$ cat src/rtl/gpio_pg_pkg.sv
package gpio_pg_pkg;
  localparam int BYTE_W     = 8;
  localparam int ADDR_W     = 4;
  localparam int NUM_PORTS  = 6;
  localparam int PAGED_CNT  = 3;
  localparam int LINE_CNT   = NUM_PORTS * BYTE_W;
  localparam int EDGE_LINES = PAGED_CNT * BYTE_W;
  localparam int PAGE_W     = 2;

  localparam logic [ADDR_W-1:0] OFS_PEND  = 4'h6;
  localparam logic [ADDR_W-1:0] OFS_PGLK  = 4'h7;
  localparam logic [ADDR_W-1:0] OFS_PAGED = 4'h8;

  typedef enum logic [PAGE_W-1:0] {
    PG_NONE = 2'd0,
    PG_POL  = 2'd1,
    PG_ENA  = 2'd2,
    PG_FLAG = 2'd3
  } page_e;

  typedef struct packed {
    logic [NUM_PORTS-1:0] portWe;
    logic [PAGED_CNT-1:0] polWe;
    logic [PAGED_CNT-1:0] enaWe;
    logic [PAGED_CNT-1:0] flagWe;
    logic [BYTE_W-1:0]    wrByte;
    logic                 rdStrobe;
    logic [ADDR_W-1:0]    rdAddr;
    logic [BYTE_W-1:0]    pageLock;
  } ctrl_strobe_t;
endpackage

$ cat src/rtl/gpio_pg_ctrl.sv
module gpio_pg_ctrl
  import gpio_pg_pkg::*;
(
  input  logic              clk,
  input  logic              rstN,
  input  logic [ADDR_W-1:0] busAddr,
  input  logic              busWr,
  input  logic              busRd,
  input  logic [BYTE_W-1:0] busWrData,
  output ctrl_strobe_t      strobes
);
  logic [BYTE_W-1:0] pageLockQ;
  page_e             curPage;
  logic [NUM_PORTS-1:0] lockBits;

  assign curPage  = page_e'(pageLockQ[BYTE_W-1 -: PAGE_W]);
  assign lockBits = pageLockQ[NUM_PORTS-1:0];

  always_ff @(posedge clk or negedge rstN) begin
    if (!rstN) pageLockQ <= '0;
    else if (busWr && busAddr == OFS_PGLK) pageLockQ <= busWrData;
  end

  always_comb begin
    strobes          = '0;
    strobes.wrByte   = busWrData;
    strobes.rdStrobe = busRd;
    strobes.rdAddr   = busAddr;
    strobes.pageLock = pageLockQ;
    for (int k = 0; k < NUM_PORTS; k++) begin
      strobes.portWe[k] = busWr && (busAddr == ADDR_W'(k)) && !lockBits[k];
    end
    for (int j = 0; j < PAGED_CNT; j++) begin
      if (busWr && busAddr == OFS_PAGED + ADDR_W'(j)) begin
        strobes.polWe[j]  = (curPage == PG_POL);
        strobes.enaWe[j]  = (curPage == PG_ENA);
        strobes.flagWe[j] = (curPage == PG_FLAG);
      end
    end
  end

  // at most one port can be written per cycle
  p_port_we_onehot_r4: assert property (@(posedge clk) disable iff (!rstN)
    $onehot0(strobes.portWe));

  // page/lock changes only by a write to its offset
  p_pglk_stable_r3: assert property (@(posedge clk) disable iff (!rstN)
    !(busWr && busAddr == OFS_PGLK) |=> $stable(strobes.pageLock));

  // no bank write strobe while page 0 is selected
  p_page0_nowrite_r6: assert property (@(posedge clk) disable iff (!rstN)
    (strobes.pageLock[BYTE_W-1 -: PAGE_W] == 2'd0) |->
      ((strobes.polWe | strobes.enaWe | strobes.flagWe) == '0));
endmodule

$ cat src/rtl/gpio_pg_datapath.sv
module gpio_pg_datapath
  import gpio_pg_pkg::*;
(
  input  logic                  clk,
  input  logic                  rstN,
  input  ctrl_strobe_t          strobes,
  input  logic [LINE_CNT-1:0]   pinIn,
  input  logic [EDGE_LINES-1:0] edgeEvent,
  output logic [LINE_CNT-1:0]   pinDriveLow,
  output logic [LINE_CNT-1:0]   pinSync,
  output logic [EDGE_LINES-1:0] polarityOut,
  output logic [EDGE_LINES-1:0] enableOut,
  output logic [BYTE_W-1:0]     rdData
);
  logic [BYTE_W-1:0] portQ [NUM_PORTS];
  logic [BYTE_W-1:0] polQ  [PAGED_CNT];
  logic [BYTE_W-1:0] enaQ  [PAGED_CNT];
  logic [BYTE_W-1:0] flagQ [PAGED_CNT];
  logic [LINE_CNT-1:0] syncStage1;
  logic [BYTE_W-1:0] pendByte;
  logic [BYTE_W-1:0] rdNext;
  page_e             curPage;

  assign curPage = page_e'(strobes.pageLock[BYTE_W-1 -: PAGE_W]);

  always_ff @(posedge clk or negedge rstN) begin
    if (!rstN) begin
      syncStage1 <= '0;
      pinSync    <= '0;
    end else begin
      syncStage1 <= pinIn;
      pinSync    <= syncStage1;
    end
  end

  genvar gp;
  generate
    for (gp = 0; gp < NUM_PORTS; gp++) begin : g_port
      always_ff @(posedge clk or negedge rstN) begin
        if (!rstN) portQ[gp] <= '0;
        else if (strobes.portWe[gp]) portQ[gp] <= strobes.wrByte;
      end
      assign pinDriveLow[gp*BYTE_W +: BYTE_W] = portQ[gp];

      // a locked port holds its value across the edge
      p_lock_hold_r4: assert property (@(posedge clk) disable iff (!rstN)
        strobes.pageLock[gp] |=> $stable(portQ[gp]));
    end

    for (gp = 0; gp < PAGED_CNT; gp++) begin : g_bank
      always_ff @(posedge clk or negedge rstN) begin
        if (!rstN) begin
          polQ[gp]  <= '0;
          enaQ[gp]  <= '0;
          flagQ[gp] <= '0;
        end else begin
          if (strobes.polWe[gp]) polQ[gp] <= strobes.wrByte;
          if (strobes.enaWe[gp]) enaQ[gp] <= strobes.wrByte;
          flagQ[gp] <= (strobes.flagWe[gp] ? strobes.wrByte : flagQ[gp])
                       | edgeEvent[gp*BYTE_W +: BYTE_W];
        end
      end
      assign polarityOut[gp*BYTE_W +: BYTE_W] = polQ[gp];
      assign enableOut[gp*BYTE_W +: BYTE_W]   = enaQ[gp];
      assign pendByte[gp] = |flagQ[gp];

      // an edge event is captured by the next cycle regardless of writes
      p_flag_capture_r7: assert property (@(posedge clk) disable iff (!rstN)
        (edgeEvent[gp*BYTE_W +: BYTE_W] != '0) |=>
          ((flagQ[gp] & $past(edgeEvent[gp*BYTE_W +: BYTE_W]))
            == $past(edgeEvent[gp*BYTE_W +: BYTE_W])));
    end
  endgenerate

  assign pendByte[BYTE_W-1:PAGED_CNT] = '0;

  always_comb begin
    rdNext = '0;
    if (strobes.rdAddr < ADDR_W'(NUM_PORTS)) begin
      for (int k = 0; k < NUM_PORTS; k++)
        if (strobes.rdAddr == ADDR_W'(k)) rdNext = ~pinSync[k*BYTE_W +: BYTE_W];
    end else if (strobes.rdAddr == OFS_PEND) begin
      rdNext = pendByte;
    end else if (strobes.rdAddr == OFS_PGLK) begin
      rdNext = strobes.pageLock;
    end else begin
      for (int j = 0; j < PAGED_CNT; j++) begin
        if (strobes.rdAddr == OFS_PAGED + ADDR_W'(j)) begin
          unique case (curPage)
            PG_POL:  rdNext = polQ[j];
            PG_ENA:  rdNext = enaQ[j];
            PG_FLAG: rdNext = flagQ[j];
            default: rdNext = '0;
          endcase
        end
      end
    end
  end

  always_ff @(posedge clk or negedge rstN) begin
    if (!rstN) rdData <= '0;
    else if (strobes.rdStrobe) rdData <= rdNext;
  end

  // reads above the paged slots return zero
  p_high_ofs_zero_r6: assert property (@(posedge clk) disable iff (!rstN)
    (strobes.rdStrobe && strobes.rdAddr > OFS_PAGED + ADDR_W'(PAGED_CNT-1))
      |=> (rdData == '0));

  // read data holds without a read strobe
  p_rd_hold_r11: assert property (@(posedge clk) disable iff (!rstN)
    !strobes.rdStrobe |=> $stable(rdData));

  // lines are released in the first cycle after reset
  p_reset_release_r10: assert property (@(posedge clk) disable iff (!rstN)
    $rose(rstN) |-> (pinDriveLow == '0));
endmodule

$ cat src/rtl/gpio_pg_top.sv
module gpio_pg_top
  import gpio_pg_pkg::*;
(
  input  logic                  clk,
  input  logic                  rstN,
  input  logic [ADDR_W-1:0]     busAddr,
  input  logic                  busWr,
  input  logic                  busRd,
  input  logic [BYTE_W-1:0]     busWrData,
  output logic [BYTE_W-1:0]     busRdData,
  input  logic [LINE_CNT-1:0]   pinIn,
  output logic [LINE_CNT-1:0]   pinDriveLow,
  output logic [LINE_CNT-1:0]   pinSync,
  output logic [EDGE_LINES-1:0] polarityOut,
  output logic [EDGE_LINES-1:0] enableOut,
  input  logic [EDGE_LINES-1:0] edgeEvent
);
  ctrl_strobe_t strobes;

  gpio_pg_ctrl ctrl_i (
    .clk       (clk),
    .rstN      (rstN),
    .busAddr   (busAddr),
    .busWr     (busWr),
    .busRd     (busRd),
    .busWrData (busWrData),
    .strobes   (strobes)
  );

  gpio_pg_datapath dp_i (
    .clk         (clk),
    .rstN        (rstN),
    .strobes     (strobes),
    .pinIn       (pinIn),
    .edgeEvent   (edgeEvent),
    .pinDriveLow (pinDriveLow),
    .pinSync     (pinSync),
    .polarityOut (polarityOut),
    .enableOut   (enableOut),
    .rdData      (busRdData)
  );
endmodule

$ cat config.mk
export PLATFORM = sky130hd
export DESIGN_NAME = gpio_pg_top
export DESIGN_NICKNAME = d
export VERILOG_FILES = /design/src/rtl/gpio_pg_pkg.sv /design/src/rtl/gpio_pg_ctrl.sv /design/src/rtl/gpio_pg_datapath.sv /design/src/rtl/gpio_pg_top.sv
export SDC_FILE = /design/constraint.sdc
export NUM_CORES = 1
export LEC_CHECK = 0
export BUFFER_PORTS_ARGS = -buffer_cell sky130_fd_sc_hd__buf_2
export CELL_PAD_IN_SITES_DETAIL_PLACEMENT = 1
export CELL_PAD_IN_SITES_GLOBAL_PLACEMENT = 1
export CORE_AREA = 2 2 146 148
export DETAILED_ROUTE_END_ITERATION = 8
export DIE_AREA = 0 0 148 150
export GPL_ROUTABILITY_DRIVEN = 0
export PLACE_DENSITY_LB_ADDON = 0.1
export SYNTH_ARGS = -nofsm -noshare
export SYNTH_HDL_FRONTEND = slang
export SYNTH_SLANG_ARGS = --single-unit
$ cat constraint.sdc
create_clock -name clk -period 3.3 [get_ports clk]
set_clock_uncertainty 0.05 [all_clocks]
set_input_delay 0.495 -clock clk [delete_from_list [all_inputs] [get_ports clk]]
set_output_delay 0.495 -clock clk [all_outputs]
set_load 0.005 [all_outputs]
# Yosys cells after proc, flatten, opt, wreduce, memory -nomap -nowiden

Cells that the tools add are included.

$lt $le $gt $ge: 1
Eq/ne operators: 13
Multiplexer cells: 27
Bitwise operators: 9
Reduce and logical (&&, ||, !) cells: 26

Operators by type and width:

| operator             | count |
|---|---|
| $mux W8              | 15 |
| $pmux W8 S3          | 3 |
| $not A8 Y8           | 6 |
| $or A8 B8 Y8         | 3 |
| $reduce_or A8 Y1     | 3 |
| $eq A4 B3 Y1 const B | 4 |
| $logic_and A1 B1 Y1  | 16 |
| $eq A4 B4 Y1 const B | 3 |
| $mux W1              | 9 |
| $eq A4 B2 Y1 const B | 2 |
| $logic_not A1 Y1     | 6 |
| $eq A2 B2 Y1 const B | 2 |
| $eq A4 B1 Y1 const B | 1 |
| $logic_not A4 Y1     | 1 |
| $lt A4 B3 Y1 const B | 1 |
| $eq A2 B1 Y1 const B | 1 |

Bits in registers: 232
Input port bits: 88
Output and inout bits: 152
Logic and storage cells: 95

# Longest topological paths before layout

Gate-level depths: netlist of the first run.

Word-level depth: 8
Mapped depth: 7
Mapped depth without buffers: 4

# Modules after synthesis

Synthesis of the first run repeated with hierarchy kept, for this count alone.

Cell total of the unflattened synthesis: 665
Area, all modules: 9,186.3 um2

By module, submodules not included:

| module           | times used | cells an instance | area an instance (um2) | sequential area each (um2) |
|---|---|---|---|---|
| gpio_pg_datapath | 1          | 607               | 8,630.8                | 5,605.4 |
| gpio_pg_ctrl     | 1          | 58                | 555.5                  | 200.2 |

# Worst setup path after synthesis of the first run

OpenSTA, ideal clock, no wires.

Kind: input to register
From: input busAddr[1]
To: register dp_i.flagQ[21] (netlist bit)
Setup time: 0.124 ns
Arrival: 1.745 ns
Data required time: 3.126 ns
Path slack: 1.381 ns
Stages: 6
Buffers on the path: 2
Cells stage by stage: or4b_1 buf_6 nor2_8 buf_6 nor2b_1 a211o_1

Cells in the longest elaborated chain, start to end: 5

Ends and longest elaborated chain:

| item                           | line                   | RTL |
|---|---|---|
| start: declaration             | gpio_pg_top.sv:6       | `input logic [ADDR_W-1:0] busAddr,` |
| $eq A4 B4 Y1                   | gpio_pg_ctrl.sv:34     | `if (busWr && busAddr == OFS_PAGED + ADDR_W'(j)) begin` |
| $logic_and A1 B1 Y1            | gpio_pg_ctrl.sv:34     |  |
| $mux W1                        | gpio_pg_ctrl.sv:34     |  |
| $mux W8                        | gpio_pg_datapath.sv:59 | `flagQ[gp] <= (strobes.flagWe[gp] ? strobes.wrByte : flagQ[gp])` |
| $or A8 B8 Y8                   | gpio_pg_datapath.sv:60 | `\| edgeEvent[gp*BYTE_W +: BYTE_W];` |
| end signal: indexed assignment | gpio_pg_datapath.sv:59 |  |
| end: declaration               | gpio_pg_datapath.sv:18 | `logic [BYTE_W-1:0] flagQ [PAGED_CNT];` |

No other way between the ends.
A chain may end at the register's enable or synchronous reset.

# Worst setup path after layout of the first run

From: register ctrl_i.pageLockQ[7]
To: register dp_i.rdData[0]

Cells in the longest elaborated chain, start to end: 8
Elaborated cells on any way between the ends: 12
Those cells by class: eq/ne: 3; mux: 9

Ends and longest elaborated chain:

| item                                                | line                    | RTL |
|---|---|---|
| start: declaration                                  | gpio_pg_ctrl.sv:12      | `logic [BYTE_W-1:0] pageLockQ;` |
| start signal: assignment                            | gpio_pg_ctrl.sv:21      | `else if (busWr && busAddr == OFS_PGLK) pageLockQ <= busWrData;` |
| $eq A2 B2 Y1 / $eq A2 B1 Y1 (equally long branches) | gpio_pg_datapath.sv:89  | `unique case (curPage)` |
| $pmux W8 S3                                         | gpio_pg_datapath.sv:89  |  |
| $mux W8 (2 in a row)                                | gpio_pg_datapath.sv:88  | `if (strobes.rdAddr == OFS_PAGED + ADDR_W'(j)) begin` |
| $mux W8 (*)                                         | gpio_pg_datapath.sv:88  |  |
| $mux W8 (*)                                         | gpio_pg_datapath.sv:84  | `end else if (strobes.rdAddr == OFS_PGLK) begin` |
| $mux W8 (*)                                         | gpio_pg_datapath.sv:82  | `end else if (strobes.rdAddr == OFS_PEND) begin` |
| $mux W8 (*)                                         | gpio_pg_datapath.sv:79  | `if (strobes.rdAddr < ADDR_W'(NUM_PORTS)) begin` |
| end signal: assignment                              | gpio_pg_datapath.sv:102 | `else if (strobes.rdStrobe) rdData <= rdNext;` |
| end: declaration                                    | gpio_pg_datapath.sv:13  | `output logic [BYTE_W-1:0] rdData` |

Every way passes the cells marked *; elsewhere a longest branch is shown, timed or not.

==> results of run 1 <==
-- sequential cells by signal, indices dropped and copies added (netlist names) --
name and flops:
dp_i.pinDriveLow 48, dp_i.pinSync 48, dp_i.syncStage1 48, dp_i.enableOut 24, dp_i.flagQ 24, dp_i.polarityOut 24
ctrl_i.pageLockQ 8, dp_i.rdData 8
-- cells by family (layout without fill, tap and decap cells) --
kind of cell | count (synthesis) | count (layout) | synth area share
buf+inv | 42 | 298 | 0.02086
flops | 232 | 232 | 0.6325
compound gates | 92 | 92 | 0.07266
xor+xnor | 1 | 1 | 0.0009544
simple gates | 155 | 155 | 0.1007
mux | 143 | 143 | 0.1723
-- worst max-delay path: stages (launching register included) --
cell	delay, ps
dfrtp_1	830
buf_4	350
mux2_2	360
mux2i_1	270
a211o_1	210
o221ai_1	160
-- path summary, 6_finish.rpt --
path                                           from                  end  slack, ps  cells past startpoint
min in group asynchronous                      rstN       dp_i.flagQ[14]        540                      2
worst max-delay path            ctrl_i.pageLockQ[7]       dp_i.rdData[0]        900                      5
worst min-delay path                      pinIn[26]  dp_i.syncStage1[26]         30                      1
max in group asynchronous                      rstN     dp_i.pinSync[27]       1770                      3
worst min register to register  dp_i.syncStage1[46]     dp_i.pinSync[46]        290                      0
worst max register to register  ctrl_i.pageLockQ[7]       dp_i.rdData[0]        900                      5
-- repair_timing --
action	in CTS	in global routing
setup endpoints to repair	0	0
hold buffers	1	0
endpoints found under the hold margin	4	0
resized for setup	0	0
-- through the flow --
| step | utilization | hold WS, ps |
|---|---|---|
| finish | 0.5572 | 33.00 |
| global route | 0.5572 | 21.33 |
| CTS | 0.5572 | 21.35 |
| detailed placement | 0.5154 | 285.6 |
| global placement | 0.5154 | 282.1 |
| floorplan | - | 149.4 |
-- cell usage in the layout (no fill, tap or decap), drive strengths merged, types with 2 or more instances in the layout --
master,instances
nand4,3
nand4b,3
dfrtp,232
a21oi,17
or3,3
and3,2
mux2i,32
a22o,2
nor2b,15
nand3b,18
o22a,2
o221a,2
o211ai,5
a211o,10
nand4bb,3
o2bb2ai,3
clkinv,2
o211a,2
nor3b,2
bufinv,4
clkbuf,36
buf,251
nand3,6
o21ai,9
o22ai,4
mux2,110
a22oi,6
nor2,16
o221ai,5
nor4,7
a32oi,2
nand2b,9
and3b,4
nor3,6
inv,3
a211oi,15
o31ai,2
nand2,50
-- area by class of cell --
type	count	area (um2)
clock buffer	36	716.9
clock inverter	7	137.6
fill	2180	9161
inverter	3	11.26
multi-input combinational	391	3182
sequential	232	5806
tap	275	344.1
timing repair buffer	252	1331
-- power breakdown --
| group | leakage, nW | switching, mW | internal (mW) | total [mW] |
|---|---|---|---|---|
| sequential | 2.77 | 0.270 | 3.19 | 3.46 |
| combinational | 2.35 | 0.596 | 0.599 | 1.20 |
| clock | 0.416 | 1.10 | 1.81 | 2.90 |
-- routing by layer --
| metal | up-vias | part of all wire |
|---|---|---|
| met4 | 2 | 0.022 |
| met3 | 52 | 0.067 |
| met2 | 237 | 0.51 |
| met1 | 3384 | 0.40 |
| li1 | 2881 | - |
| met5 | - | 0.00039 |
==> impl_metrics.py, run 1 <==
metrics = {
    "worst_setup_path": {
        "endpoint_kind": "flop",
        "crit_fanout": 25,
        "crit_path_start_kind": "flop",
        "critical_path_class": "reg2reg",
        "critPathArrivalTime_ps": 2690,
        "worstPathRequired_ps": 3590,
    },
    "logic_synthesis": {
        "syn_inst": 665,
        "syn-num-nets": 753,
        "seq_area_frac_synth": 0.6325,
        "async_reset_ff_frac": 1.000,
        "synth_area_per_cell_um2": 13.80,
        "synth_seq_cells": 232,
        "synth_top_area_frac": 0.6325,
        "synth_edf_count": 0,
        "ys_top_cells_by_area": "dfrtp_1, mux2_2, mux2i_1",
        "synth_commonest_cells": "dfrtp_1, mux2_2, nand2_1",
        "synth_most_common_cell": "dfrtp_1",
        "yosysWarnings": 0,
        "synth_top_area_cell": "dfrtp_1",
        "yosys_most_used_dff": "dfrtp_1",
        "synth.cell_area_um2": 9179,
        "yosys.cell_types.count": 60,
    },
    "grt": {
        "grt_max_degree": 103,
        "busiest_layer": "met2",
        "met2_usage": 0.4433,
        "grtUsageTotal": 0.2533,
        "overflow": 0,
        "grt_pass1_wl_um": 42820,
        "met3_usage": 0.05122,
        "grt_util_met1": 0.3231,
        "antenna_found_initial": 1,
        "grt_pass1_vias": 7160,
    },
    "drt": {
        "remaining_drc_errors": 0,
        "wl_um": 28170,
        "vias": 6556,
        "wl_per_cell_um": 23.55,
        "drtPass1Iterations": 4,
        "drt_iter0_markers": 316,
        "vias_per_cell": 5.482,
        "ant_nets": 0,
    },
    "sta": {
        "slew-limit-headroom": 0.4716,
        "post-route-period-util": 0.7268,
        "finalSetupTns_ps": 0,
        "min_period_ps": 2399,
        "rsz0062_at_grt": "false",
        "finalHoldViolCount": 0,
        "max_slew.worst_pin.slew_ps": 792.7,
        "setup_ws_ps": 901.4,
        "max_freq_ghz": 0.4169,
        "drv_slew": 0,
        "setup_viol": 0,
    },
    "place": {
        "hpwl_um": 20320,
        "dp_cells": 1152,
        "io_buffer_count": 239,
        "place_ws_ps": 845.4,
        "placed_cell_area_um2": 10660,
    },
    "pwr": {
        "p_per_area_nw_per_um2": 655.4,
        "p_leak_nw": 5.539,
        "worst_ir_drop_vdd_uv": 449.3,
        "p_total_mw": 7.556,
    },
    "clock_network": {
        "clockBufferDepth": 3,
        "postCtsSetupRepairBufs": 0,
        "clock_latency_ps": 520,
        "clockRootBuffer": "clkbuf_16",
        "cts_tree": "yes",
        "cts_sinks": 232,
        "cts_buffers": 25,
        "h-tree-depth": 1,
        "clk_pin_slew_ps": 60,
    },
    "finish": {
        "n_antenna_cell": 0,
        "layout.nets": 993,
        "final_cells": 1196,
        "drive_gt1_frac": 0.4484,
        "stdcell_area_um2": 11530,
        "area_growth_syn_to_layout_pct": 25.60,
    },
    "min_path": {
        "hp-class": "in2reg",
    },
    "die": {
        "coreArea_um2": 20690,
        "die_w_um": 148,
        "die-area_um2": 22200,
        "start_util": 0.4436,
        "rows": 53,
        "die_h_um": 150,
        "ios": 240,
    },
    "run": {
        "maxCapViolCount": 0,
    },
    "outcome": {
        "outcome": "finished clean",
    },
}
Note: power is estimated with default switching activity, not from simulation.
==> inputs of run 2 (changes only) <==
- CORE_AREA: 2 2 146 148 -> 2 2 159 161
- DIE_AREA: 0 0 148 150 -> 0 0 161 163
- clock period: 3.3 -> 2.2 ns (I/O delays scaled with it)
==> run 2 against run 1 <==
Global-route usage shrank 2.1 points. Routed wire length grew 7.4%. Utilization down 5.1 points. Setup slack worse by 760 ps. Die area up 18%. Cell count rose by 12%. Design area is 8.3% higher. Clock-buffer cell count decreased by 5. Non-clock buffer count rose by 92. Sequential cell count unchanged. Power is 52% higher. Clock power grew 50%. Critical path type unchanged. Largest power group unchanged. Highest routed layer is now met4.
==> impl_metrics.py, run 2 (synthesis results as in run 1) <==
metrics = {
    "drt": {
        "vias": 6911,
        "remaining_drc_errors": 0,
        "vias_per_cell": 5.142,
        "drt_iter0_markers": 252,
        "drtPass1Iterations": 5,
        "wl_met3_um": 1592,
        "wl_met1_um": 12600,
        "wl_met2_um": 15450,
        "top_layer_used": "met4",
        "wl_per_cell_um": 22.51,
        "ant_nets": 0,
        "wl_um": 30250,
    },
    "clock_network": {
        "h-tree-depth": 1,
        "clk_pin_slew_ps": 60,
        "clock_latency_ps": 520,
        "cts_tree": "yes",
        "clockRootBuffer": "clkbuf_16",
        "clockBufferDepth": 3,
        "cts_buffers": 26,
        "cts_sinks": 232,
        "postCtsSetupRepairBufs": 0,
    },
    "sta": {
        "min_period_ps": 2055,
        "finalHoldViolCount": 0,
        "max_freq_ghz": 0.4866,
        "setup_viol": 0,
        "post-route-period-util": 0.9342,
        "finalSetupTns_ps": 0,
        "max_slew.worst_pin.slew_ps": 636.2,
        "slew-limit-headroom": 0.5743,
        "drv_slew": 0,
        "rsz0062_at_grt": "false",
    },
    "place": {
        "dp_cells": 1227,
        "placed_cell_area_um2": 10910,
        "hpwl_um": 21360,
        "io_buffer_count": 239,
    },
    "worst_setup_path": {
        "endpoint_kind": "flop",
        "critPathArrivalTime_ps": 2400,
        "worstPathRequired_ps": 2540,
        "crit_fanout": 10,
        "crit_path_start_kind": "flop",
        "critical_path_class": "reg2reg",
    },
    "min_path": {
        "hp-class": "in2reg",
    },
    "die": {
        "rows": 58,
        "die-area_um2": 26240,
        "die_w_um": 161,
        "coreArea_um2": 24670,
        "start_util": 0.3720,
        "ios": 240,
        "die_h_um": 163,
    },
    "grt": {
        "grt_pass1_wl_um": 46580,
        "grt_max_degree": 63,
        "antenna_found_initial": 0,
        "overflow": 0,
        "grt_pass1_vias": 7718,
        "grtUsageTotal": 0.2326,
    },
    "finish": {
        "n_antenna_cell": 0,
        "final_cell_mix": "buf_2, dfrtp_1, mux2_2, dlygate4sd3_1, nand2_1",
        "final_cells": 1344,
        "drive_gt1_frac": 0.4310,
        "area_growth_syn_to_layout_pct": 36.08,
        "layout.nets": 1086,
        "final_common_cell": "buf_2",
        "stdcell_area_um2": 12490,
    },
    "pwr": {
        "worst_ir_drop_vdd_uv": 700.1,
        "p_total_mw": 11.47,
        "p_leak_nw": 5.959,
        "p_per_area_nw_per_um2": 918.5,
    },
    "run": {
        "maxCapViolCount": 0,
    },
    "outcome": {
        "outcome": "finished clean",
    },
}
## run 2: final cells by class
type,instances,area (um2)
inverter,3,11.26
clock inverter,13,151.4
multi-input combinational,391,3182
fill,2580,12180
tap,330,412.9
sequential,232,5806
timing repair buffer,344,2227
clock buffer,31,700.7
## run 2: critical path, stage by stage (launching register included)
cell,delay [ps]
dfrtp_1,550
buf_4,270
mux2i_1,230
o2bb2ai_1,110
a211oi_1,420
buf_4,190
o221ai_1,110
## run 2: stage by stage
stage | util | hold slack [ps] | worst slack, ps
2_1_floorplan | - | -15.59 | 445.7
3_3_place_gp | 0.4421 | 263.1 | 72.36
3_5_place_dp | 0.4421 | 267.2 | 41.39
4_1_cts | 0.5062 | 239.8 | 128.4
5_1_grt | 0.5062 | 261.4 | 4.882
6_report | 0.5062 | 259.2 | 144.8
## run 2: worst paths after layout
| path | end | from | depth (start not counted) | slack [ps] |
|---|---|---|---|---|
| min in group asynchronous | dp_i.flagQ[13] | rstN | 2 | 310 |
| min reg2reg | dp_i.pinSync[25] | dp_i.syncStage1[25] | 0 | 290 |
| min | dp_i.flagQ[12] | busWrData[4] | 3 | 260 |
| max reg2reg | dp_i.rdData[3] | ctrl_i.pageLockQ[6] | 6 | 140 |
| max in group asynchronous | dp_i.pinDriveLow[43] | rstN | 3 | 1100 |
| max | dp_i.rdData[3] | ctrl_i.pageLockQ[6] | 6 | 140 |
## run 2: repair_timing
item,in CTS,in global routing
resized for setup,0,0
endpoints found under the hold margin,129,0
endpoints found under the setup margin,0,0
hold buffers,73,0
## run 2: where the power goes
group	leakage, nW	internal, mW	total, mW	switching, mW
clock	0.426	2.61	4.34	1.73
combinational	2.76	1.03	1.96	0.933
sequential	2.77	4.78	5.17	0.387
## run 2: layer usage
layer	track usage	up-vias
met3	0.04787	43
met2	0.4110	209
li1	-	3065
met5	0	-
met4	0.05763	0
met1	0.2932	3594
==> inputs of run 3 (changes only) <==
- CAP_MARGIN: default -> 15
- CTS_CLUSTER_SIZE: default -> 40
- PLACE_DENSITY: default -> 0.77
- PLACE_DENSITY_LB_ADDON: 0.1 -> default
==> run 3 against run 2 <==
Clock-buffer cell count grew 6. Die area is the same. Global-route usage grew 0.42 points. Utilization grew 0.35 points. Sequential cell count is the same. Sequential power is essentially flat. Largest power group unchanged.
==> impl_metrics.py, run 3 (synthesis results as in run 1) <==
metrics = {
    "drt": {
        "wl_met1_um": 12940,
        "wl_per_cell_um": 23.07,
        "wl_met2_um": 15620,
        "vias": 6875,
        "ant_nets": 0,
        "vias_per_cell": 5.096,
        "drt_iter0_markers": 361,
        "drtPass1Iterations": 5,
        "wl_um": 31120,
        "remaining_drc_errors": 0,
        "wl_met3_um": 1897,
        "top_layer_used": "met4",
    },
    "worst_setup_path": {
        "crit_chain": "buf_12 > mux2i_1 > o2bb2ai_1 > a211oi_1 > buf_4 > o221ai_1",
        "crit_fanout": 22,
        "cp.depth": 6,
        "ff2ff_setup_slack_ps": 180,
        "endpoint_kind": "flop",
        "critPathArrivalTime_ps": 2360,
        "slowest_stage": "dfrtp_1",
        "crit_buf_inv": 2,
        "worstPathRequired_ps": 2540,
        "cp_top_family": "flip-flops",
        "crit_path_start_kind": "flop",
        "ff2ff_path_depth": 6,
        "r2r-end": "dp_i.rdData[4]",
        "crit_path_max_incr_delay_ps": 580,
        "rr_startpoint": "ctrl_i.pageLockQ[6]",
        "critical_path_class": "reg2reg",
    },
    "finish": {
        "final_cell_mix": "buf_2, dfrtp_1, mux2_2, dlygate4sd3_1, nand2_1",
        "final_cells": 1349,
        "area_growth_syn_to_layout_pct": 37.02,
        "fill_cells": 2583,
        "utilization": 0.5097,
        "final_common_cell": "buf_2",
        "layout.nets": 1088,
        "drive_gt1_frac": 0.4322,
        "stdcell_area_um2": 12580,
    },
    "grt": {
        "grt_max_degree": 67,
        "grt_pass1_wl_um": 46980,
        "antenna_found_initial": 1,
        "grt_pass1_vias": 7665,
        "overflow": 0,
        "grtUsageTotal": 0.2368,
    },
    "clock_network": {
        "clockRootBuffer": "clkbuf_16",
        "cts_sinks": 232,
        "h-tree-depth": 1,
        "cts_buffers": 26,
        "clk_pin_slew_ps": 60,
        "clockBufferDepth": 3,
        "cts_tree": "yes",
        "clock_latency_ps": 540,
    },
    "pwr": {
        "power.switching_mw": 3.133,
        "p_int_mw": 8.564,
        "p_clk_frac": 0.388,
        "p_seq_frac": 0.442,
        "combPwrFrac": 0.170,
        "p_total_mw": 11.70,
        "p_sw_frac": 0.2678,
        "worst_ir_drop_vdd_uv": 538.9,
        "p_per_area_nw_per_um2": 930.0,
        "p_leak_nw": 5.993,
    },
    "place": {
        "place_ws_ps": 179.5,
        "io_buffer_count": 239,
        "hpwl_um": 20940,
        "dp_cells": 1229,
        "placed_cell_area_um2": 10950,
    },
    "sta": {
        "drv_slew": 0,
        "finalSetupTns_ps": 0,
        "max_slew.worst_pin.slew_ps": 578.3,
        "finalHoldViolCount": 0,
        "min_period_ps": 2016,
        "max_freq_ghz": 0.4960,
        "rsz0062_at_grt": "false",
        "whs_ps": 206.7,
        "slew-limit-headroom": 0.6145,
        "post-route-period-util": 0.9164,
        "setup_viol": 0,
        "setup_ws_ps": 184.0,
    },
    "min_path": {
        "worst_hold_startpoint": "busWrData[1]",
        "hold_path_end": "dp_i.flagQ[1]",
        "hp-class": "in2reg",
        "hold_depth": 3,
    },
    "die": {
        "die_w_um": 161,
        "die_h_um": 163,
        "coreArea_um2": 24670,
        "die-area_um2": 26240,
        "start_util": 0.3720,
        "rows": 58,
        "ios": 240,
    },
    "run": {
        "maxCapViolCount": 0,
    },
    "outcome": {
        "outcome": "finished clean",
    },
}
-- run 3: cell count changes in the layout (fill, tap and decap cells not counted), sizes merged --
cell | previous run | this run
buf | 271 | 273
clkinv | 10 | 5
clkinvlp | 0 | 1
diode | 0 | 1
clkbuf | 31 | 37
-- run 3: routing by layer --
metal / up-vias / GRT usage
li1: 3076 / -
met2: 242 / 0.4159
met4: 0 / 0.05195
met1: 3506 / 0.3028
met5: - / 0
met3: 51 / 0.04991
-- run 3: how the worst max path moves through the flow --
stage,to,from,slack (ps)
5_1_grt,dp_i.rdData[4],ctrl_i.pageLockQ[6],60
6_report,dp_i.rdData[4],ctrl_i.pageLockQ[6],180
4_1_cts,dp_i.rdData[4],ctrl_i.pageLockQ[6],190
3_3_place_gp,dp_i.rdData[2],busAddr[1],230
2_1_floorplan,dp_i.flagQ[21],busAddr[1],450
3_5_place_dp,ctrl_i.pageLockQ[2],busAddr[0],180
-- run 3: tightest hold or removal path, cell delays in order --
cell      delay, ps
buf_2           230
nand2_1         110
nand3b_1         70
-- run 3: power by group through the flow --
stage / Combinational (mW) / Sequential (mW) / Clock (mW)
final: 1.99 / 5.17 / 4.54
after global routing: 2.14 / 5.23 / 4.79
after CTS: 1.99 / 5.17 / 4.59
after detailed placement: 1.87 / 5.24 / 0
after global placement: 1.82 / 5.22 / 0
after floorplan: 0.863 / 5.15 / 0
-- run 3: layout make-up --
cell class              instances  area, um2  share of cell area
flip-flops and latches        232       5806              0.4616
multi-input cells             391       3182              0.2530
repair buffers                346       2267              0.1803
clock buffers                  37      762.0             0.06058
well taps                     330      412.9             0.03283
clock inverters                 9      133.9             0.01064
inverters                       3      11.26           0.0008953
diodes                          1      2.502           0.0001990
-- run 3: repair_timing --
item	in CTS	in global routing
gates resized for setup	0	0
hold buffers	73	0
endpoints found under the hold margin	132	0
setup buffers	0	0
